<file path="src/rtl/osd_pkg.sv">
package osd_pkg;

   typedef enum logic [1:0] {
      OSD_IDLE  = 2'd0,
      OSD_ALIGN = 2'd1,
      OSD_RUN   = 2'd2
   } osd_state_e;

   localparam logic [1:0] MODE_OFF   = 2'b00;
   localparam logic [1:0] MODE_SHORT = 2'b10;

   function automatic logic mode_is_short(input logic [1:0] m);
      return (m == MODE_SHORT);
   endfunction

endpackage

</file>
<file path="src/rtl/osd_arm.sv">
module osd_arm
   import osd_pkg::*;
#(
   parameter int DET_FRAMES = 2
) (
   input  logic       clk,
   input  logic       rst_n,
   input  logic       clr,
   input  logic [1:0] det_mode,
   input  logic       frame_start,
   output logic       busy,
   output logic       win_open,
   output logic       kind_short,
   output logic       arm_pulse
);

   localparam int CNT_W = (DET_FRAMES > 1) ? $clog2(DET_FRAMES) : 1;

   if (DET_FRAMES < 1) begin : g_bad_frames
      $error("osd_arm: DET_FRAMES must be at least 1");
   end

   osd_state_e       state;
   logic [1:0]       mode_q;
   logic [CNT_W-1:0] frm_cnt;

   assign arm_pulse = (mode_q == MODE_OFF) && (det_mode != MODE_OFF);

   always_ff @(posedge clk or negedge rst_n) begin
      if (!rst_n) begin
         state      <= OSD_IDLE;
         mode_q     <= MODE_OFF;
         frm_cnt    <= '0;
         kind_short <= 1'b0;
      end else if (clr) begin
         state      <= OSD_IDLE;
         mode_q     <= MODE_OFF;
         frm_cnt    <= '0;
         kind_short <= 1'b0;
      end else begin
         mode_q <= det_mode;
         if (arm_pulse) begin
            state      <= OSD_ALIGN;
            frm_cnt    <= '0;
            kind_short <= mode_is_short(det_mode);
         end else begin
            case (state)
               OSD_ALIGN: if (frame_start) state <= OSD_RUN;
               OSD_RUN: begin
                  if (frame_start) begin
                     if (frm_cnt == CNT_W'(DET_FRAMES - 1)) begin
                        state   <= OSD_IDLE;
                        frm_cnt <= '0;
                     end else begin
                        frm_cnt <= frm_cnt + 1'b1;
                     end
                  end
               end
               default: state <= OSD_IDLE;
            endcase
         end
      end
   end

   assign busy     = (state != OSD_IDLE);
   assign win_open = (state == OSD_RUN);

endmodule

</file>
<file path="src/rtl/osd_store.sv">
module osd_store #(
   parameter int ROWS = 8,
   parameter int COLS = 18
) (
   input  logic                 clk,
   input  logic                 rst_n,
   input  logic                 clr,
   input  logic                 win_open,
   input  logic                 kind_short,
   input  logic [ROWS-1:0]      row_active,
   input  logic [COLS-1:0]      col_open,
   input  logic [COLS-1:0]      col_short,
   input  logic [ROWS*COLS-1:0] scale_nz,
   output logic [ROWS*COLS-1:0] res_flat
);

   logic [ROWS-1:0] row_q;
   logic [COLS-1:0] open_q;
   logic [COLS-1:0] short_q;

   // Flags of the previous cycle are the last values seen while a row was active.
   always_ff @(posedge clk or negedge rst_n) begin
      if (!rst_n) begin
         row_q   <= '0;
         open_q  <= '0;
         short_q <= '0;
      end else begin
         row_q   <= row_active;
         open_q  <= col_open;
         short_q <= col_short;
      end
   end

   for (genvar r = 0; r < ROWS; r++) begin : g_row
      logic [COLS-1:0] bits_q;
      logic [COLS-1:0] pick;
      logic [COLS-1:0] keep_mask;
      logic            row_end;

      assign row_end   = row_q[r] & ~row_active[r];
      assign pick      = kind_short ? short_q : open_q;
      assign keep_mask = scale_nz[r*COLS +: COLS];

      always_ff @(posedge clk or negedge rst_n) begin
         if (!rst_n) begin
            bits_q <= '0;
         end else if (clr) begin
            bits_q <= '0;
         end else if (win_open && row_end) begin
            bits_q <= (pick & keep_mask) | (bits_q & ~keep_mask);
         end
      end

      assign res_flat[r*COLS +: COLS] = bits_q;
   end

endmodule

</file>
<file path="src/rtl/osd_rdmux.sv">
module osd_rdmux #(
   parameter int ROWS   = 8,
   parameter int COLS   = 18,
   parameter int GROUP  = 6,
   parameter int BASE   = 3,
   parameter int ADDR_W = 8,
   parameter int DATA_W = 8
) (
   input  logic [ROWS*COLS-1:0] res_flat,
   input  logic [ADDR_W-1:0]    rd_addr,
   output logic [DATA_W-1:0]    rd_data
);

   localparam int NUM_BYTES = (ROWS * COLS) / GROUP;

   if ((COLS % GROUP) != 0) begin : g_bad_group
      $error("osd_rdmux: COLS must be a multiple of GROUP");
   end
   if (GROUP >= DATA_W) begin : g_bad_width
      $error("osd_rdmux: GROUP must be narrower than DATA_W");
   end
   if ((BASE + NUM_BYTES) > (1 << ADDR_W)) begin : g_bad_span
      $error("osd_rdmux: result bank does not fit the address space");
   end

   logic [DATA_W-1:0] bank [NUM_BYTES];

   // Row r, group g lands at byte r*(COLS/GROUP)+g, i.e. bits k*GROUP of the flat vector.
   for (genvar k = 0; k < NUM_BYTES; k++) begin : g_byte
      assign bank[k] = {{(DATA_W-GROUP){1'b0}}, res_flat[k*GROUP +: GROUP]};
   end

   always_comb begin
      rd_data = '0;
      for (int k = 0; k < NUM_BYTES; k++) begin
         if (rd_addr == ADDR_W'(BASE + k)) rd_data = bank[k];
      end
   end

endmodule

</file>
<file path="src/rtl/osd_ctrl.sv">
module osd_ctrl #(
   parameter int ROWS       = 8,
   parameter int COLS       = 18,
   parameter int GROUP      = 6,
   parameter int BASE       = 3,
   parameter int ADDR_W     = 8,
   parameter int DATA_W     = 8,
   parameter int DET_FRAMES = 2
) (
   input  logic                 clk,
   input  logic                 rst_n,
   input  logic                 soft_clr,
   input  logic [1:0]           det_mode,
   input  logic                 frame_start,
   input  logic [ROWS-1:0]      row_active,
   input  logic [COLS-1:0]      col_open,
   input  logic [COLS-1:0]      col_short,
   input  logic [ROWS*COLS-1:0] scale_nz,
   input  logic [ADDR_W-1:0]    rd_addr,
   output logic [DATA_W-1:0]    rd_data,
   output logic                 busy
);

   logic                 win_open;
   logic                 kind_short;
   logic                 arm_pulse;
   logic [ROWS*COLS-1:0] res_flat;

   osd_arm #(.DET_FRAMES(DET_FRAMES)) u_arm (
      .clk        (clk),
      .rst_n      (rst_n),
      .clr        (soft_clr),
      .det_mode   (det_mode),
      .frame_start(frame_start),
      .busy       (busy),
      .win_open   (win_open),
      .kind_short (kind_short),
      .arm_pulse  (arm_pulse)
   );

   osd_store #(.ROWS(ROWS), .COLS(COLS)) u_store (
      .clk       (clk),
      .rst_n     (rst_n),
      .clr       (soft_clr),
      .win_open  (win_open),
      .kind_short(kind_short),
      .row_active(row_active),
      .col_open  (col_open),
      .col_short (col_short),
      .scale_nz  (scale_nz),
      .res_flat  (res_flat)
   );

   osd_rdmux #(
      .ROWS(ROWS), .COLS(COLS), .GROUP(GROUP),
      .BASE(BASE), .ADDR_W(ADDR_W), .DATA_W(DATA_W)
   ) u_rdmux (
      .res_flat(res_flat),
      .rd_addr (rd_addr),
      .rd_data (rd_data)
   );

endmodule

</file>
<file path="config.mk">
export PLATFORM = sky130hd
export DESIGN_NAME = osd_ctrl
export DESIGN_NICKNAME = d
export VERILOG_FILES = /design/src/rtl/osd_pkg.sv /design/src/rtl/osd_arm.sv /design/src/rtl/osd_store.sv /design/src/rtl/osd_rdmux.sv /design/src/rtl/osd_ctrl.sv
export SDC_FILE = /design/constraint.sdc
export NUM_CORES = 1
export LEC_CHECK = 0
export BUFFER_PORTS_ARGS = -buffer_cell sky130_fd_sc_hd__clkbuf_2
export CORE_UTILIZATION = 55
export DETAILED_ROUTE_END_ITERATION = 8
export PLACE_DENSITY_LB_ADDON = 0.15
export SKIP_LAST_GASP = 1
export SLEW_MARGIN = 20
export SYNTH_ARGS = -nofsm -noshare
export SYNTH_HDL_FRONTEND = slang
export SYNTH_SLANG_ARGS = --single-unit
</file>
<file path="constraint.sdc">
create_clock -name clk -period 2.7 [get_ports clk]
set_input_delay 0.27 -clock clk [delete_from_list [all_inputs] [get_ports clk]]
set_output_delay 0.27 -clock clk [all_outputs]
set_load 0.005 [all_outputs]
</file>
### Word level (Yosys, flattened, before mapping)

Index checks and enable logic that the tools add are counted.
W data, S select, Z words.

| word-level totals | value |
|---|---|
| ROM bits | 0 |
| bits in registers | 194 |
| bits of input ports | 202 |
| output and inout bits | 9 |
| latch bits | 0 |
| memories kept | 0 |
| memory bits (writable) | 0 |

| cells by class | value |
|---|---|
| shift-type cells | 0 |
| magnitude comparators | 0 |
| eq/ne operators | 30 |
| multipliers | 0 |
| add/subtract/negate cells | 1 |
| reduce and logical (&&, ||, !) cells | 25 |
| mux-type cells | 55 |
| bitwise gates (word level) | 48 |
| divide/modulo/power cells | 0 |

Operators by type and width:

| cell | count |
|---|---|
| $mux W18 | 17 |
| $and A18 B18 Y18 | 16 |
| $mux W6 | 24 |
| $not A18 Y18 | 8 |
| $or A18 B18 Y18 | 8 |
| $eq A8 B5 Y1 const B | 11 |
| $eq A8 B4 Y1 const B | 8 |
| $eq A8 B3 Y1 const B | 4 |
| $reduce_bool A2 Y1 | 11 |
| $mux W2 | 6 |
| $ne A4 B4 Y1 const B | 3 |
| $logic_and A1 B1 Y1 | 9 |
| $and A1 B1 Y1 | 8 |
| $eq A8 B2 Y1 const B | 1 |
| $not A1 Y1 | 8 |
| $mux W1 | 7 |
| $reduce_bool A3 Y1 | 2 |
| $eq A2 B2 Y1 const B | 2 |
| $pmux W2 S2 | 1 |
| $reduce_and A3 Y1 | 1 |
| $eq A2 B1 Y1 const B | 1 |
| $logic_not A2 Y1 | 1 |
| $reduce_and A2 Y1 | 1 |
| $add A1 B1 Y1 const B | 1 |

### Longest topological paths before layout

Gate-level depths: netlist of run 1.

| depth | value |
|---|---|
| depth in word-level cells | 25 |
| mapped depth | 10 |

### Hierarchy

From an unflattened synthesis of run 1, not the netlist that was laid out.

| unflattened totals | value |
|---|---|
| cells, all modules | 808 |
| area total of the unflattened synthesis | 9240.1 um^2 |

By module, submodules not included:

| module | times used | area each (um^2) | cells each |
|---|---|---|---|
| osd_store | 1 | 7294.5 | 552 |
| osd_rdmux | 1 | 1671.6 | 233 |
| osd_arm | 1 | 274.0 | 23 |

### Worst setup path after synthesis of run 1

OpenSTA, ideal clock, no wires.

| timing | value |
|---|---|
| kind | input port to output port |
| from | in rd_addr[4] |
| to | out rd_data[3] |
| stages | 7 |
| data arrival time | 1894 ps |
| slack | 536 ps |
| buffers on the path | 1 |
| data required time | 2430 ps |
| cells stage by stage | or4_4 or2_4 buf_6 o21ai_2 a21oi_1 a221o_1 a31oi_1 |

| between the ends | value |
|---|---|
| cells in the longest elaborated chain, start to end | 25 |

RTL lines:

| element | RTL line | text |
|---|---|---|
| from (decl) | osd_ctrl.sv:19 | `input logic [ADDR_W-1:0] rd_addr,` |
| $eq A8 B2 Y1 | osd_rdmux.sv:36 | `if (rd_addr == ADDR_W'(BASE + k)) rd_data = bank[k];` |
| $mux W6 (23 in series) | osd_rdmux.sv:36 |  |
| $mux W6 * | osd_rdmux.sv:36 |  |
| to (decl) | osd_ctrl.sv:20 | `output logic [DATA_W-1:0] rd_data,` |

Mark *: on every way between the ends. The rest lies on a longest branch, timed or not.

### Worst setup path after layout of run 1

| timing | value |
|---|---|
| from | in rd_addr[4] |
| to | out rd_data[5] |

Same word-level chain as after synthesis.

==> results.cfg, run 1 <==
[clock_tree]
htreeDepth = 4
cts_tree = built
clockBufferDepth = 2
cts_buffers = 17
postCtsSetupRepairBufs = 0
clock_latency_ns = 0.44
cts_root_buffer = clkbuf_16
clkTransAtPathRegs_ns = 0.08
clock_sinks = 194

[worst_setup_path]
arrival_ns = 2.39
crit_slowest_cell = or4_4
startpoint_type = primary input
end_kind = primary output
cpLargestDelayFamily = compound AO/OA/AOI/OAI gates
slowest_delay_ns = 0.59
cp_num_buf_inv = 2
worst-path-max-fanout = 11
crit_top_cell = clkbuf_2
required_ns = 2.43
crit_type = primary input to primary output
crit_chain = clkbuf_2, or4_4, or2_4, o32ai_4, a2111oi_1, o41ai_1, a21oi_1, clkbuf_2

[global_route]
grt_pass1_wl_um = 48550
grt_pass1_vias = 8944
antenna_found_initial = 0
grt_max_degree = 77
grt.total_usage_pct = 35.82
grt-ovfl-total = 0

[cells_and_area]
diodes = 0
drive_gt1_share_pct = 28.13
finalNetCount = 1362
syn_to_final_growth_pct = 25.30
finish.utilization_pct = 71.37
fillers = 1300
post-route-cell-area_um2 = 12000

[route]
viasPerCell = 6.649
dr.pass1.iters = 6
drc_errors = 0
num_vias = 9262
dr.first_iter.drc_count = 993
finalWirelength_um = 31700
wl_per_cell_um = 22.76
postRouteAntennaNets = 0

[placement]
io_buffers = 208
place_ws_ns = 0.05033
place_congestion = 0.9285
placed_area_um2 = 10940
dp_hpwl_um = 21530

[timing]
fin_worst_skew_ns = 0.01129
max_slew_margin_pct = 21.97
fmax_mhz = 376.1
hold_viol_final = 0
fin_ws_ns = 0.04129
setup_viol_count_final = 0
post-route-period-util_pct = 98.47
grt_setup_unrepaired = true
min_period_ns = 2.659
drv_slew = 0
worst_pin_slew_ns = 1.166

[logic_synthesis]
yosysTopAreaCellShare_pct = 50.67
yosys_warnings = 0
async_reset_ff_share_pct = 100.0
synth_edf_count = 0
yosys.area.top_type = dfrtp_1
ys_ff_latch = 194
synthTopCellsByArea = dfrtp_1 (51%), a32o_1 (13%), o21ai_0 (8.4%)
yosysUniqueCellTypes = 58
synthFlopType = dfrtp_1
ys_seq_area_share_pct = 50.67
netlist_instances = 921
synth.cell_area_um2 = 9580
syn-mean-instance-area_um2 = 10.40

[floorplan]
die_h_um = 134.0
coreArea_um2 = 16820
start_util_pct = 56.96
dieWidth_um = 134.0
io_pins = 211
fp-row-count = 47
dieArea_um2 = 17950

[power_and_ir_drop]
ir_drop_mv = 0.4598
power_density_nw_per_um2 = 579.6
p_leak_nw = 5.307

[status]
status = complete, no violations

[run]
drv_cap = 0

[worst_hold_path]
hold_path.class = primary input to flop
## metrics by stage
stage | setup TNS [ns] | power [mW] | instances | hold WS (ns)
after floorplan | 0 | 3.875 | 922 | -0.02559
after global placement | 0 | 4.382 | 1315 | 0.3490
after detailed placement | 0 | 4.408 | 1316 | 0.3463
after CTS | 0 | 6.930 | 1393 | 0.03642
after global routing | -0.001332 | 7.190 | 1393 | 0.04850
final | 0 | 6.958 | 1393 | 0.03920
## synthesized netlist by cell type (all sizes together) (2+ instances only)
master,count
inv,13
a31oi,34
a2111oi,2
o41ai,2
o221ai,2
nand2b,8
clkbuf,48
a21o,5
and3,2
nor4,3
o311ai,2
a211oi,4
mux2i,16
o211ai,4
a22oi,2
mux2,29
o22a,2
nor2,48
o221a,2
nand3,4
a21oi,33
dfrtp,194
a31o,8
o22ai,18
nor2b,30
nand2,48
buf,22
nor3,18
o32ai,4
o32a,4
or3,3
or2,5
mux4,3
nor3b,5
o21ai,161
a32o,121
## area by class of cell
| class | count | area, um2 | share of cell area (%) |
|---|---|---|---|
| Inverter | 13 | 48.80 | 0.4065 |
| Timing Repair Buffer | 289 | 1823 | 15.19 |
| Sequential cell | 194 | 4855 | 40.44 |
| Multi-Input combinational cell | 645 | 4413 | 36.76 |
| Clock inverter | 15 | 163.9 | 1.365 |
| Clock buffer | 17 | 425.4 | 3.544 |
| Tap cell | 220 | 275.3 | 2.293 |
## what timing repair did
| item | in CTS | in global routing |
|---|---|---|
| endpoints found under the setup margin | 0 | 2 |
| gates resized for setup | 0 | 4 |
| endpoints found under the hold margin | 117 | 0 |
| hold buffers | 45 | 0 |
## where the power goes
part	internal, mW	switching (mW)	leakage (nW)
registers	3.14	0.172	2.51
logic	0.499	0.642	2.51
clock network	1.24	1.26	0.286
## registers in the layout, indices dropped and copies added (netlist names)
signal / flops
u_store.short_q: 18
u_arm.state: 2
u_arm.mode_q: 2
u_store.row_q: 8
u_arm.frm_cnt: 1
u_store.g_row.bits_q: 144
u_arm.kind_short: 1
u_store.open_q: 18
## cells by family after synthesis
group	share of synthesized area, %
buf+inv	3.565
compound gates	30.68
xor+xnor	0.09144
simple gates	9.168
mux	5.785
other cells	0.03914
flops	50.67
## final timing paths
path | from | slack, ns | endpoint | cells after the start
max in group asynchronous | rst_n | 1.49 | u_store.g_row[5].bits_q[2] | 3
setup / recovery | rd_addr[4] | 0.04 | rd_data[5] | 8
hold reg to reg | u_store.g_row[2].bits_q[3] | 0.49 | u_store.g_row[2].bits_q[3] | 1
setup reg to reg | u_arm.state[1] | 0.45 | u_store.g_row[3].bits_q[9] | 5
hold / removal | det_mode[0] | 0.04 | u_arm.kind_short | 2
min in group asynchronous | rst_n | 0.41 | u_store.short_q[17] | 2
## placed cells by master (no fill, tap or decap), types with 7 or more instances in the layout
master         instances
nor2_1                45
dlygate4sd3_1         45
o22ai_1               18
clkbuf_16             17
dfrtp_1              194
a31o_2                 8
a21oi_1               33
a31oi_1               34
nand2b_1               7
nor2b_1               30
mux2_2                28
a32o_1               121
o21ai_0              160
buf_4                 33
inv_1                 13
mux2i_1               16
nor3_1                18
clkbuf_2             205
nand2_1               48
## layer usage
metal / track usage (%) / vias to the layer above / part of all wire (%)
li1: - / 4074 / -
met1: 50.06 / 4571 / 41
met2: 56.02 / 573 / 47
met3: 9.524 / 44 / 11
met4: 7.955 / 0 / 1.5
met5: 0 / - / 0
No activity file was read; power rests on OpenSTA's default activity.
==> run 2: changes to the inputs <==
--- a/config.mk
+++ b/config.mk
@@ -6,10 +6,9 @@
 export NUM_CORES = 1
 export LEC_CHECK = 0
 export BUFFER_PORTS_ARGS = -buffer_cell sky130_fd_sc_hd__clkbuf_2
-export CORE_UTILIZATION = 55
+export CORE_UTILIZATION = 35
 export DETAILED_ROUTE_END_ITERATION = 8
 export PLACE_DENSITY_LB_ADDON = 0.15
-export SKIP_LAST_GASP = 1
 export SLEW_MARGIN = 20
 export SYNTH_ARGS = -nofsm -noshare
 export SYNTH_HDL_FRONTEND = slang
==> constraint.sdc (replaced) <==
create_clock -name clk -period 2.7 [get_ports clk]
set_input_delay 0.54 -clock clk [delete_from_list [all_inputs] [get_ports clk]]
set_output_delay 0.54 -clock clk [all_outputs]
set_load 0.005 [all_outputs]
==> results.cfg, run 2 (same netlist as run 1, synthesis figures left out) <==
[status]
status = finished, violations left
violations = setup timing

[clock_tree]
clkTransAtPathRegs_ns = 0.08
clockBufferDepth = 2
cts_tree = built
htreeDepth = 4
cts_root_buffer = clkbuf_16
cts_buffers = 17
clock_sinks = 194
clock_latency_ns = 0.45

[timing]
grt_setup_unrepaired = true
fin_setup_tns_ns = -1.735
worst_pin_slew_ns = 1.108
fin_ws_ns = -0.3660
fmax_mhz = 326.2
hold_viol_final = 0
drv_slew = 0
max_slew_margin_pct = 25.85
post-route-period-util_pct = 113.6
setup_viol_count_final = 6
min_period_ns = 3.066
fin_worst_skew_ns = 0.01816

[global_route]
grt.total_usage_pct = 25.73
grt-ovfl-total = 0
grt_max_degree = 118
grt_pass1_wl_um = 53870
grt_pass1_vias = 8733
antenna_found_initial = 1

[cells_and_area]
final_common_cell = clkbuf_2
syn_to_final_growth_pct = 30.19
reg_top3 = u_store.g_row.bits_q x144, u_store.open_q x18, u_store.short_q x18
drive_gt1_share_pct = 34.83
layout_common_cells = clkbuf_2 (201), dfrtp_1 (194), o21ai_0 (156)
largest_register_ff_count = 144
finish.utilization_pct = 46.41
seqCellArea_um2 = 4855
regMostFlops = u_store.g_row.bits_q
fillers = 2592
multi_input_area_um2 = 4634
finalNetCount = 1372
final_cells = 1524
diodes = 0

[floorplan]
dieWidth_um = 167.4
io_pins = 211
start_util_pct = 35.65
coreArea_um2 = 26880
die_h_um = 167.4
fp-row-count = 60
dieArea_um2 = 28040

[route]
viasPerCell = 5.892
wl_per_cell_um = 23.29
finalWirelength_um = 35500
postRouteAntennaNets = 0
num_vias = 8980
dr.first_iter.drc_count = 816
drc_errors = 0
dr.pass1.iters = 5

[worst_setup_path]
r2r-end = u_store.g_row[7].bits_q[4]
ff2ff_setup_slack_ns = 0.57
worstRegToRegCells = 5
startpoint = rd_addr[6]
crit_path_end = rd_data[3]
crit_type = primary input to primary output
startpoint_type = primary input
end_kind = primary output
arrival_ns = 2.53
required_ns = 2.16
worst-path-max-fanout = 6
r2r-start = u_arm.state[1]

[power_and_ir_drop]
ir_drop_mv = 0.3496
power_density_nw_per_um2 = 581.0
p_leak_nw = 5.478

[placement]
dp_hpwl_um = 24890
place_congestion = 0.8772
io_buffers = 208
place_inst = 1486

[run]
drv_cap = 0

[worst_hold_path]
hold_path.class = primary input to async pin
run 2: cell types whose count changed in the layout (fill, tap and decap cells not counted), sizes merged:
| cell | delta |
|---|---|
| inv | +1 |
| bufinv | +1 |
| clkbuf | -4 |
| clkinvlp | -1 |
| dlygate4sd3 | -45 |
| clkinv | -1 |
| buf | +59 |
run 2: what timing repair did:
item,4_1_cts,5_1_grt
cloned,1,0
setup endpoints to repair,6,6
hold buffers,0,0
buffers inserted,5,1
resized for setup,28,33
pin swaps,14,18
run 2: area by class of cell:
type,count,share of cell area [%]
Multi-Input combinational cell,645,37.16
Timing Repair Buffer,299,14.98
Inverter,13,0.3912
Sequential cell,194,38.92
Clock buffer,17,3.411
Tap cell,341,3.421
Clock inverter,15,1.725
run 2: layer usage:
| metal | wire, um | global-route usage [%] |
|---|---|---|
| met3 | 1927 | 4.089 |
| met4 | 931 | 9.015 |
| met1 | 16390 | 36.97 |
| met2 | 16250 | 39.18 |
| met5 | 0 | 0 |
run 2: worst max-delay path, stage by stage:
cell,delay (ns)
buf_6,0.10
or4b_4,0.57
or3_4,0.39
buf_6,0.15
buf_16,0.13
a21oi_2,0.10
or3_1,0.11
a221o_1,0.19
a31oi_4,0.11
clkbuf_2,0.13
run 2: worst min-delay path by stage:
stage / start / endpoint
after floorplan: rst_n / u_arm.frm_cnt
after global placement: u_store.g_row[6].bits_q[4] / u_store.g_row[6].bits_q[4]
after detailed placement: u_store.g_row[2].bits_q[3] / u_store.g_row[2].bits_q[3]
after CTS: rst_n / u_store.open_q[17]
after global routing: rst_n / u_store.open_q[17]
final: rst_n / u_store.open_q[17]
run 2: through the flow:
step / setup WS (ns) / cell area [um2] / total power [mW] / hold WS (ns)
after floorplan: 0.001382 / 9584 / 3.875 / 0.2444
after global placement: -0.6489 / 11480 / 4.486 / 0.4683
after detailed placement: -0.6111 / 11490 / 4.506 / 0.4809
after CTS: -0.3781 / 12330 / 7.279 / 0.1399
after global routing: -0.4693 / 12470 / 7.542 / 0.1405
final: -0.3660 / 12470 / 7.247 / 0.1299
run 2: power breakdown:
part / total, mW / internal [mW] / switching, mW
clock network: 2.76 / 1.38 / 1.38
registers: 3.30 / 3.14 / 0.163
logic: 1.19 / 0.507 / 0.682
total: 7.25 / 5.02 / 2.23
